## src/rtl/cal_pkg.sv

```systemverilog
package cal_pkg;

    typedef struct packed {
        logic [7:0] year;
        logic [3:0] mon;
        logic [3:0] wday;
        logic [7:0] day;
        logic [7:0] hour;
        logic [7:0] min;
        logic [7:0] sec;
    } cal_t;

    localparam int CAL_W = $bits(cal_t);

    localparam logic [7:0] SEC_TOP  = 8'h59;
    localparam logic [7:0] MIN_TOP  = 8'h59;
    localparam logic [7:0] HOUR_TOP = 8'h23;
    localparam logic [7:0] YEAR_TOP = 8'h99;
    localparam logic [3:0] WDAY_TOP = 4'd6;
    localparam logic [3:0] MON_TOP  = 4'hC;

    localparam cal_t CAL_RESET = '{year: 8'h00, mon: 4'h1, wday: 4'h0,
                                   day: 8'h01, hour: 8'h00, min: 8'h00,
                                   sec: 8'h00};

    typedef struct packed {
        logic [7:0] val;
        logic       wrap;
    } step_t;

    function automatic step_t bcd_step(input logic [7:0] v,
                                       input logic [7:0] top,
                                       input logic [7:0] base);
        step_t r;
        if (v == top) begin
            r.val  = base;
            r.wrap = 1'b1;
        end else begin
            r.wrap = 1'b0;
            if (v[3:0] == 4'd9) r.val = {v[7:4] + 4'd1, 4'd0};
            else                r.val = {v[7:4], v[3:0] + 4'd1};
        end
        return r;
    endfunction

    // (10*t + u) mod 4 == (2*t + u) mod 4
    function automatic logic leap_year(input logic [7:0] y);
        logic [3:0] s;
        s = {2'b00, y[4], 1'b0} + y[3:0];
        return (s[1:0] == 2'b00);
    endfunction

    function automatic logic [7:0] month_last(input logic [3:0] m,
                                              input logic [7:0] y);
        case (m)
            4'd2:                    return leap_year(y) ? 8'h29 : 8'h28;
            4'd4, 4'd6, 4'd9, 4'd11: return 8'h30;
            default:                 return 8'h31;
        endcase
    endfunction

endpackage

```

## src/rtl/cal_prescaler.sv

```systemverilog
module cal_prescaler #(
    parameter int DIV_BITS = 15
) (
    input  logic clk,
    input  logic rst,
    input  logic tick_en,
    input  logic hold,
    output logic adv
);
    generate
        if (DIV_BITS == 0) begin : g_direct
            assign adv = tick_en && !hold;
        end else begin : g_count
            localparam logic [DIV_BITS-1:0] CNT_LAST = '1;
            logic [DIV_BITS-1:0] cnt;
            always_ff @(posedge clk) begin
                if (rst || hold)  cnt <= '0;
                else if (tick_en) cnt <= cnt + 1'b1;
            end
            assign adv = tick_en && !hold && (cnt == CNT_LAST);
        end
    endgenerate
endmodule

```

## src/rtl/cal_clock_hms.sv

```systemverilog
module cal_clock_hms
    import cal_pkg::*;
(
    input  logic       clk,
    input  logic       rst,
    input  logic       hold,
    input  logic       load,
    input  logic       adv,
    input  logic [7:0] ld_sec,
    input  logic [7:0] ld_min,
    input  logic [7:0] ld_hour,
    output logic [7:0] sec,
    output logic [7:0] min,
    output logic [7:0] hour,
    output logic       day_adv
);
    step_t s_nx, m_nx, h_nx;

    always_comb begin
        s_nx = bcd_step(sec, SEC_TOP, 8'h00);
        m_nx = bcd_step(min, MIN_TOP, 8'h00);
        h_nx = bcd_step(hour, HOUR_TOP, 8'h00);
    end

    assign day_adv = adv && s_nx.wrap && m_nx.wrap && h_nx.wrap;

    always_ff @(posedge clk) begin
        if (rst) begin
            sec  <= CAL_RESET.sec;
            min  <= CAL_RESET.min;
            hour <= CAL_RESET.hour;
        end else if (hold) begin
            if (load) begin
                sec  <= ld_sec;
                min  <= ld_min;
                hour <= ld_hour;
            end
        end else if (adv) begin
            sec <= s_nx.val;
            if (s_nx.wrap) begin
                min <= m_nx.val;
                if (m_nx.wrap) hour <= h_nx.val;
            end
        end
    end
endmodule

```

## src/rtl/cal_clock_date.sv

```systemverilog
module cal_clock_date
    import cal_pkg::*;
(
    input  logic       clk,
    input  logic       rst,
    input  logic       hold,
    input  logic       load,
    input  logic       day_adv,
    input  logic [7:0] ld_day,
    input  logic [3:0] ld_wday,
    input  logic [3:0] ld_mon,
    input  logic [7:0] ld_year,
    output logic [7:0] day,
    output logic [3:0] wday,
    output logic [3:0] mon,
    output logic [7:0] year
);
    step_t d_nx, y_nx;
    logic  mon_end, year_end;

    always_comb begin
        d_nx     = bcd_step(day, month_last(mon, year), 8'h01);
        y_nx     = bcd_step(year, YEAR_TOP, 8'h00);
        mon_end  = (mon == MON_TOP);
        year_end = d_nx.wrap && mon_end;
    end

    always_ff @(posedge clk) begin
        if (rst) begin
            day  <= CAL_RESET.day;
            wday <= CAL_RESET.wday;
            mon  <= CAL_RESET.mon;
            year <= CAL_RESET.year;
        end else if (hold) begin
            if (load) begin
                day  <= ld_day;
                wday <= ld_wday;
                mon  <= ld_mon;
                year <= ld_year;
            end
        end else if (day_adv) begin
            wday <= (wday == WDAY_TOP) ? 4'd0 : wday + 4'd1;
            day  <= d_nx.val;
            if (d_nx.wrap) mon <= mon_end ? 4'd1 : mon + 4'd1;
            if (year_end)  year <= y_nx.val;
        end
    end
endmodule

```

## src/rtl/cal_bcd_clock.sv

```systemverilog
module cal_bcd_clock
    import cal_pkg::*;
#(
    parameter int DIV_BITS = 15
) (
    input  logic             clk,
    input  logic             rst,
    input  logic             tick_en,
    input  logic             hold,
    input  logic             load,
    input  logic [CAL_W-1:0] load_val,
    output logic [CAL_W-1:0] now,
    output logic             sec_pulse
);
    cal_t ld, cur;
    logic adv, day_adv;

    assign ld = cal_t'(load_val);

    cal_prescaler #(.DIV_BITS(DIV_BITS)) u_div (
        .clk(clk), .rst(rst), .tick_en(tick_en), .hold(hold), .adv(adv)
    );

    cal_clock_hms u_hms (
        .clk(clk), .rst(rst), .hold(hold), .load(load), .adv(adv),
        .ld_sec(ld.sec), .ld_min(ld.min), .ld_hour(ld.hour),
        .sec(cur.sec), .min(cur.min), .hour(cur.hour), .day_adv(day_adv)
    );

    cal_clock_date u_date (
        .clk(clk), .rst(rst), .hold(hold), .load(load), .day_adv(day_adv),
        .ld_day(ld.day), .ld_wday(ld.wday), .ld_mon(ld.mon), .ld_year(ld.year),
        .day(cur.day), .wday(cur.wday), .mon(cur.mon), .year(cur.year)
    );

    assign now       = cur;
    assign sec_pulse = adv;
endmodule

```

## config.mk

```make
export PLATFORM = sky130hd
export DESIGN_NAME = cal_bcd_clock
export DESIGN_NICKNAME = d
export VERILOG_FILES = /design/src/rtl/cal_pkg.sv /design/src/rtl/cal_prescaler.sv /design/src/rtl/cal_clock_hms.sv /design/src/rtl/cal_clock_date.sv /design/src/rtl/cal_bcd_clock.sv
export SDC_FILE = /design/constraint.sdc
export NUM_CORES = 1
export LEC_CHECK = 0
export BUFFER_PORTS_ARGS = -buffer_cell sky130_fd_sc_hd__buf_4
export CORE_MARGIN = 1.5
export CORE_UTILIZATION = 49
export DETAILED_ROUTE_END_ITERATION = 12
export GPL_TIMING_DRIVEN = 1
export MAX_ROUTING_LAYER = met4
export PLACE_DENSITY_LB_ADDON = 0.3
export SLEW_MARGIN = 30
export SYNTH_ARGS = -nofsm -noshare
export SYNTH_HDL_FRONTEND = slang
export SYNTH_HIERARCHICAL = 1
export SYNTH_SLANG_ARGS = --single-unit
```

## constraint.sdc

```tcl
create_clock -name clk -period 2.8 [get_ports clk]
set_input_delay 0.28 -clock clk [delete_from_list [all_inputs] [get_ports clk]]
set_output_delay 0.28 -clock clk [all_outputs]
set_load 0.01 [all_outputs]
```

# Word-level counts from Yosys, hierarchy flattened
# Index checks and enable logic that the tools add are counted.
[op_classes] n_addsub=14 eq_ne=19 muxes=40 reduce_logical=32
[op_table] op="$mux 8" count=24
[op_table] op="$add 4x1->4 const B" count=12
[op_table] op="$mux 9" count=5
[op_table] op="$mux 4" count=9
[op_table] op="$eq 4x4->1 const B" count=8
[op_table] op="$eq 8x7->1 const B" count=2
[op_table] op="$pmux 8 s2" count=1
[op_table] op="$add 15x1->15 const B" count=1
[op_table] op="$eq 15x15->1 const B" count=1
[op_table] op="$reduce_and 3->1" count=5
[op_table] op="$reduce_bool 3->1" count=5
[op_table] op="$eq 4x3->1 const B" count=3
[op_table] op="$reduce_and 4->1" count=3
[op_table] op="$reduce_bool 2->1" count=6
[op_table] op="$eq 8x6->1 const B" count=1
[op_table] op="$eq 8x8->1" count=1
[op_table] op="$eq 8x8->1 const B" count=1
[op_table] op="$logic_and 1x1->1" count=6
[op_table] op="$reduce_and 5->1" count=1
[op_table] op="$eq 4x2->1 const B" count=1
[op_table] op="$reduce_and 2->1" count=2
[op_table] op="$reduce_or 4->1" count=1
[op_table] op="$add 2x2->2" count=1
[op_table] op="$logic_not 2->1" count=1
[op_table] op="4 further kinds" count=4
[totals] register_bits=63 inputBits=53

# Logic depth before layout (Yosys ltp)
[logic_depth] ltp_word=10 ltp_mapped=13 mapped_depth_nobuf=11

# Hierarchy
# The synthesis kept the hierarchy.
[by_module_without_submodules] mod="cal_clock_date" n_inst=1 cells_each=224 area_per_inst_um2=1783.0 seq_area_each_um2=480.5
[by_module_without_submodules] mod="cal_clock_hms" n_inst=1 cells_each=208 area_per_inst_um2=1621.6 seq_area_each_um2=480.5
[by_module_without_submodules] mod="cal_prescaler" n_inst=1 cells_each=81 area_per_inst_um2=705.7 seq_area_each_um2=300.3

# Least setup slack after synthesis
# OpenSTA, ideal clock, no wires.
[synth_timing] path_kind="reg2reg" from="register u_div.g_count.cnt[0]" to="register u_date.day[7]" setup_time_ns=0.114 t_arrival_ns=2.772 required_time_ns=2.686 slack_ns=-0.087 stages_incl_launch_ff=13 synth_period_minus_slack_ns=2.887 cell_sequence="dfxtp_1 > ha_1 > nand4_2 > buf_6 > nor4_1 > and3b_1 > and3_1 > nor2b_1 > nor2_1 > nor2_1 > nand4_1 > nor3b_1 > a2111oi_0"
[synth_via] elab_chain_cells=7
[synth_rtl] item="from (decl)" line="cal_prescaler.sv:15" rtl="logic [DIV_BITS-1:0] cnt;"
[synth_rtl] item="from (signal assigned)" line="cal_prescaler.sv:18" rtl="else if (tick_en) cnt <= cnt + 1'b1;"
[synth_rtl] item="$eq 15x15->1" line="cal_prescaler.sv:20" rtl="assign adv = tick_en && !hold && (cnt == CNT_LAST);"
[synth_rtl] item="$logic_and 1x1->1" line="cal_prescaler.sv:20"
[synth_rtl] item="named net sec_pulse" line="cal_bcd_clock.sv:13" rtl="output logic sec_pulse"
[synth_rtl] item="$logic_and 1x1->1 (3 in a row)" line="cal_clock_hms.sv:25" rtl="assign day_adv = adv && s_nx.wrap && m_nx.wrap && h_nx.wrap;"
[synth_rtl] item="named net day_adv" line="cal_bcd_clock.sv:16" rtl="logic adv, day_adv;"
[synth_rtl] item="$reduce_bool 2->1 (no source line)"
[synth_rtl] item="$reduce_and 3->1 (no source line)"
[synth_rtl] item="to (signal assigned)" line="cal_clock_date.sv:30" rtl="day <= CAL_RESET.day;"
[synth_rtl] item="to (signal assigned)" line="cal_clock_date.sv:36" rtl="day <= ld_day;"
[synth_rtl] item="to (signal assigned)" line="cal_clock_date.sv:43" rtl="day <= d_nx.val;"
[synth_rtl] item="to (decl)" line="cal_clock_date.sv:13" rtl="output logic [7:0] day,"
# The timed path passes the listed nets, and every way through them passes these cells.
# A chain may end at the register's enable or synchronous reset.

# Final worst setup path
[layout_timing] from="register u_div.g_count.cnt[7]" to="register u_date.day[7]"
[layout_via] elab_chain_cells=7
[layout_rtl] item="$eq 15x15->1" line="cal_prescaler.sv:20"
[layout_rtl] item="$logic_and 1x1->1" line="cal_prescaler.sv:20"
[layout_rtl] item="$logic_and 1x1->1 (3 in a row)" line="cal_clock_hms.sv:25"
[layout_rtl] item="named net day_adv" line="cal_bcd_clock.sv:16"
[layout_rtl] item="$reduce_bool 2->1 (no source line)"
[layout_rtl] item="$reduce_and 3->1 (no source line)"
# The timed path passes the listed nets, and every way through them passes these cells.

==> impl_metrics.py <==
metrics = {
    "routing": {
        "drt_first_pass_iters": 5,
        "wl_per_cell_um": 16.3,
        "dr_total_vias": 4305,
        "drc": 0,
        "antenna_left": 0,
        "viasPerCell": 5.99,
        "totalWireLength_um": 11700,
        "first_iter_violations": 309,
    },
    "clock_network": {
        "post-cts-setup-buffers": 0,
        "clk_pin_slew_ns": 0.07,
        "tritoncts": "done",
        "tritoncts.num_buffers": 9,
        "cts_resized": 0,
        "insertion_delay_ns": 0.34,
        "ctsHtreeMaxLevel": 3,
        "cts.sink_count": 63,
        "cts_root_buf": "clkbuf_8",
        "hold_buffers": 0,
        "cts_buffer_depth": 2,
    },
    "die": {
        "row_count": 33,
        "coreArea_um2": 8180,
        "initial_core_util_pct": 50.3,
        "die_h_um": 94.6,
        "dieArea_um2": 8950,
        "io_pins": 102,
        "die_x_um": 94.6,
    },
    "critical_path": {
        "rr_worst_depth": 10,
        "cp-start-kind": "flop",
        "ff2ff_setup_slack_ns": 0.12,
        "worst-setup-path-type": "reg2reg",
        "rr_endpoint": "u_date/day[7]",
        "path_max_fanout": 7,
        "reg2reg_from": "u_div/g_count.cnt[7]",
        "arrival_ns": 2.91,
        "required_ns": 3.03,
        "critical_path.endpoint_type": "flop",
    },
    "pwr": {
        "ir_drop_v": 0.000267,
        "powerDensity_nw_per_um2": 440,
        "power.leakage_nw": 2.11,
        "report.power.total_mw": 2.30,
    },
    "sta": {
        "worst_pin_slew_ns": 0.667,
        "holdWs_ns": 0.244,
        "period_share_pct": 95.6,
        "setup_violations": 0,
        "slew_viol_final": 0,
        "hold_violations": 0,
        "fin_tns_setup_ns": 0,
        "fin_skew_ns": 0.00818,
        "fin_crit_ns": 2.68,
        "relSlewSlack_pct": 55.5,
        "max_clock_freq_mhz": 374,
        "rsz0062_at_grt": "no",
    },
    "synthesis": {
        "synth_cells": 513,
        "synth_xor_area_share_pct": 2.34,
        "yosys_warnings": 6,
        "synthAdderAreaFrac_pct": 6.70,
        "synth_cell_types": 74,
        "synth_top_family_by_area": "simple AND/OR/NAND/NOR gates",
        "syn_nets": 588,
        "ys_seq_elements": 63,
        "synth_compound_area_share_pct": 25.0,
        "yosysSeqAreaShare_pct": 30.7,
        "synth_top_flop_cell": "dfxtp_1",
        "synth-simple-area-share_pct": 27.5,
        "yosys.area.top_type_share_pct": 30.7,
        "synth.avg_cell_area_um2": 8.01,
        "synth_area_leaders": "dfxtp_1 (31%), ha_1 (6.7%), a21oi_1 (4.9%)",
        "netlist_area_um2": 4110,
        "synth.mux.area_fraction_pct": 2.74,
        "synth_area_leader_cell": "dfxtp_1",
        "synth-edff-count": 0,
        "async_flop_share_pct": 0,
    },
    "hold_path": {
        "hold_depth": 3,
        "min_path_type": "in2reg",
        "hold_end": "u_date/day[2]",
        "hp-start": "load_val[26]",
    },
    "global_route": {
        "grt_pass1_wl_um": 18400,
        "grt_usage_pct": 26.6,
        "globalRoute.totalOverflow": 0,
        "grt_pass1_vias": 3906,
        "grt_max_degree": 94,
        "grt_antenna_before_repair": 0,
    },
    "placed_design": {
        "gp_congestion": 0.885,
        "port_buffers": 101,
        "hpwl_um": 7870,
    },
    "cells_and_area": {
        "antenna_cells": 0,
        "nets": 685,
        "layout-drive-gt1-share_pct": 25.7,
        "areaGrowthSynthToFinish_pct": 27.4,
    },
    "job": {
        "maxCapViolCount": 0,
    },
    "outcome": {
        "status": "completed",
    },
}
==> critical path, stage by stage (launching register included) <==
cell	delay [ns]
dfxtp_1	0.42
nand4_1	0.34
nor4_4	0.28
and3b_1	0.23
and3_2	0.24
nor2b_4	0.20
nor2_1	0.08
nor2_1	0.13
nand4_1	0.12
nor3b_1	0.19
a2111oi_2	0.33
==> routing by layer <==
| metal | wire, um | vias to the layer above | track usage [%] |
|---|---|---|---|
| met1 | 5220 | 2040 | 34.5 |
| met3 | 741 | 23 | 4.91 |
| met2 | 5600 | 167 | 41.2 |
| li1 | - | 2075 | - |
| met5 | 0 | - | - |
| met4 | 174 | 0 | 9.45 |
==> report_power, final <==
group | total [mW] | internal [mW] | switching [mW] | leakage [nW]
registers | 0.993 | 0.933 | 0.0608 | 0.514
logic | 0.388 | 0.192 | 0.195 | 1.47
clock network | 0.924 | 0.568 | 0.355 | 0.118
total | 2.30 | 1.69 | 0.611 | 2.11
==> flip-flops by register name, summed over array words and instances (netlist names) <==
register / flops
u_hms/sec: 8
u_hms/hour: 8
u_date/year: 8
u_hms/min: 8
u_date/day: 8
u_div/g_count.cnt: 15
u_date/mon: 4
u_date/wday: 4
==> synth_stat cells, drive strengths merged (3+ instances only) <==
| master | count |
|---|---|
| dfxtp | 63 |
| nor2 | 49 |
| nand2 | 45 |
| a21oi | 40 |
| o21ai | 32 |
| ha | 22 |
| inv | 21 |
| nand3 | 20 |
| a211oi | 19 |
| nor3 | 16 |
| clkbuf | 15 |
| buf | 11 |
| or3 | 11 |
| mux2i | 9 |
| nor3b | 9 |
| nand2b | 8 |
| nand4 | 8 |
| a221oi | 7 |
| nand3b | 7 |
| nor2b | 7 |
| o31ai | 7 |
| xor2 | 7 |
| a31oi | 5 |
| and3b | 5 |
| nor4 | 5 |
| or2 | 5 |
| o211ai | 4 |
| or4 | 4 |
| xnor2 | 4 |
| a22oi | 3 |
| a311oi | 3 |
| and3 | 3 |
| o21a | 3 |
| o221ai | 3 |
==> how the worst max path moves through the flow <==
stage,startpoint,endpoint,slack (ns),cells past startpoint
global placement,u_div/g_count.cnt[0],u_date/day[7],0.23,11
finish,u_div/g_count.cnt[7],u_date/day[7],0.12,10
CTS,u_div/g_count.cnt[0],u_date/day[7],0.02,11
detailed placement,u_div/g_count.cnt[0],u_date/day[7],0.07,11
global route,u_div/g_count.cnt[7],u_hms/min[5],0.01,9
floorplan,u_div/g_count.cnt[0],u_date/day[7],0.04,12
==> placed cells by master (no fill, tap or decap), types with 3 or more instances in the layout <==
cell type  count
nand2b_1       7
or2_2          4
nand4_1        7
nor3_1        16
mux2i_1        9
xnor2_1        4
nand3b_1       7
nor2_1        49
nand3_1       20
nor3b_1        9
clkbuf_8      12
nor4_1         3
buf_4        111
and3b_1        5
o211ai_1       4
inv_1         21
o21ai_0       30
nor2b_1        6
or3_1          8
ha_1          22
or4_1          4
or3_2          3
nand2_1       45
dfxtp_1       62
o31ai_1        7
a21oi_1       40
a22oi_1        3
a211oi_1      18
xor2_1         7
a221oi_1       6
a31oi_1        5
o221ai_1       3
==> layout make-up <==
type / instances / area, um^2
clock buffers: 12 / 165
clock inverters: 3 / 65.1
fillers: 724 / 2940
inverters: 21 / 78.8
multi-input cells: 403 / 2680
flip-flops and latches: 63 / 1260
well taps: 105 / 131
repair buffers: 112 / 853
==> through the flow <==
| step | util (%) | instance area, um^2 | setup slack [ns] | instances |
|---|---|---|---|---|
| floorplan | - | 4110 | 0.0365 | 513 |
| global placement | 60.8 | 4970 | 0.226 | 704 |
| detailed placement | 60.8 | 4970 | 0.0735 | 704 |
| CTS | 63.6 | 5200 | 0.0175 | 719 |
| global route | 64.0 | 5240 | 0.0146 | 719 |
| finish | 64.0 | 5240 | 0.124 | 719 |
==> logic make-up after synthesis <==
| group | Yosys count |
|---|---|
| flops | 63 |
| xor+xnor | 11 |
| compound gates | 148 |
| fa+ha+maj | 22 |
| buf+inv | 47 |
| simple gates | 211 |
| mux | 11 |
Power figures use the tool's default switching activity.
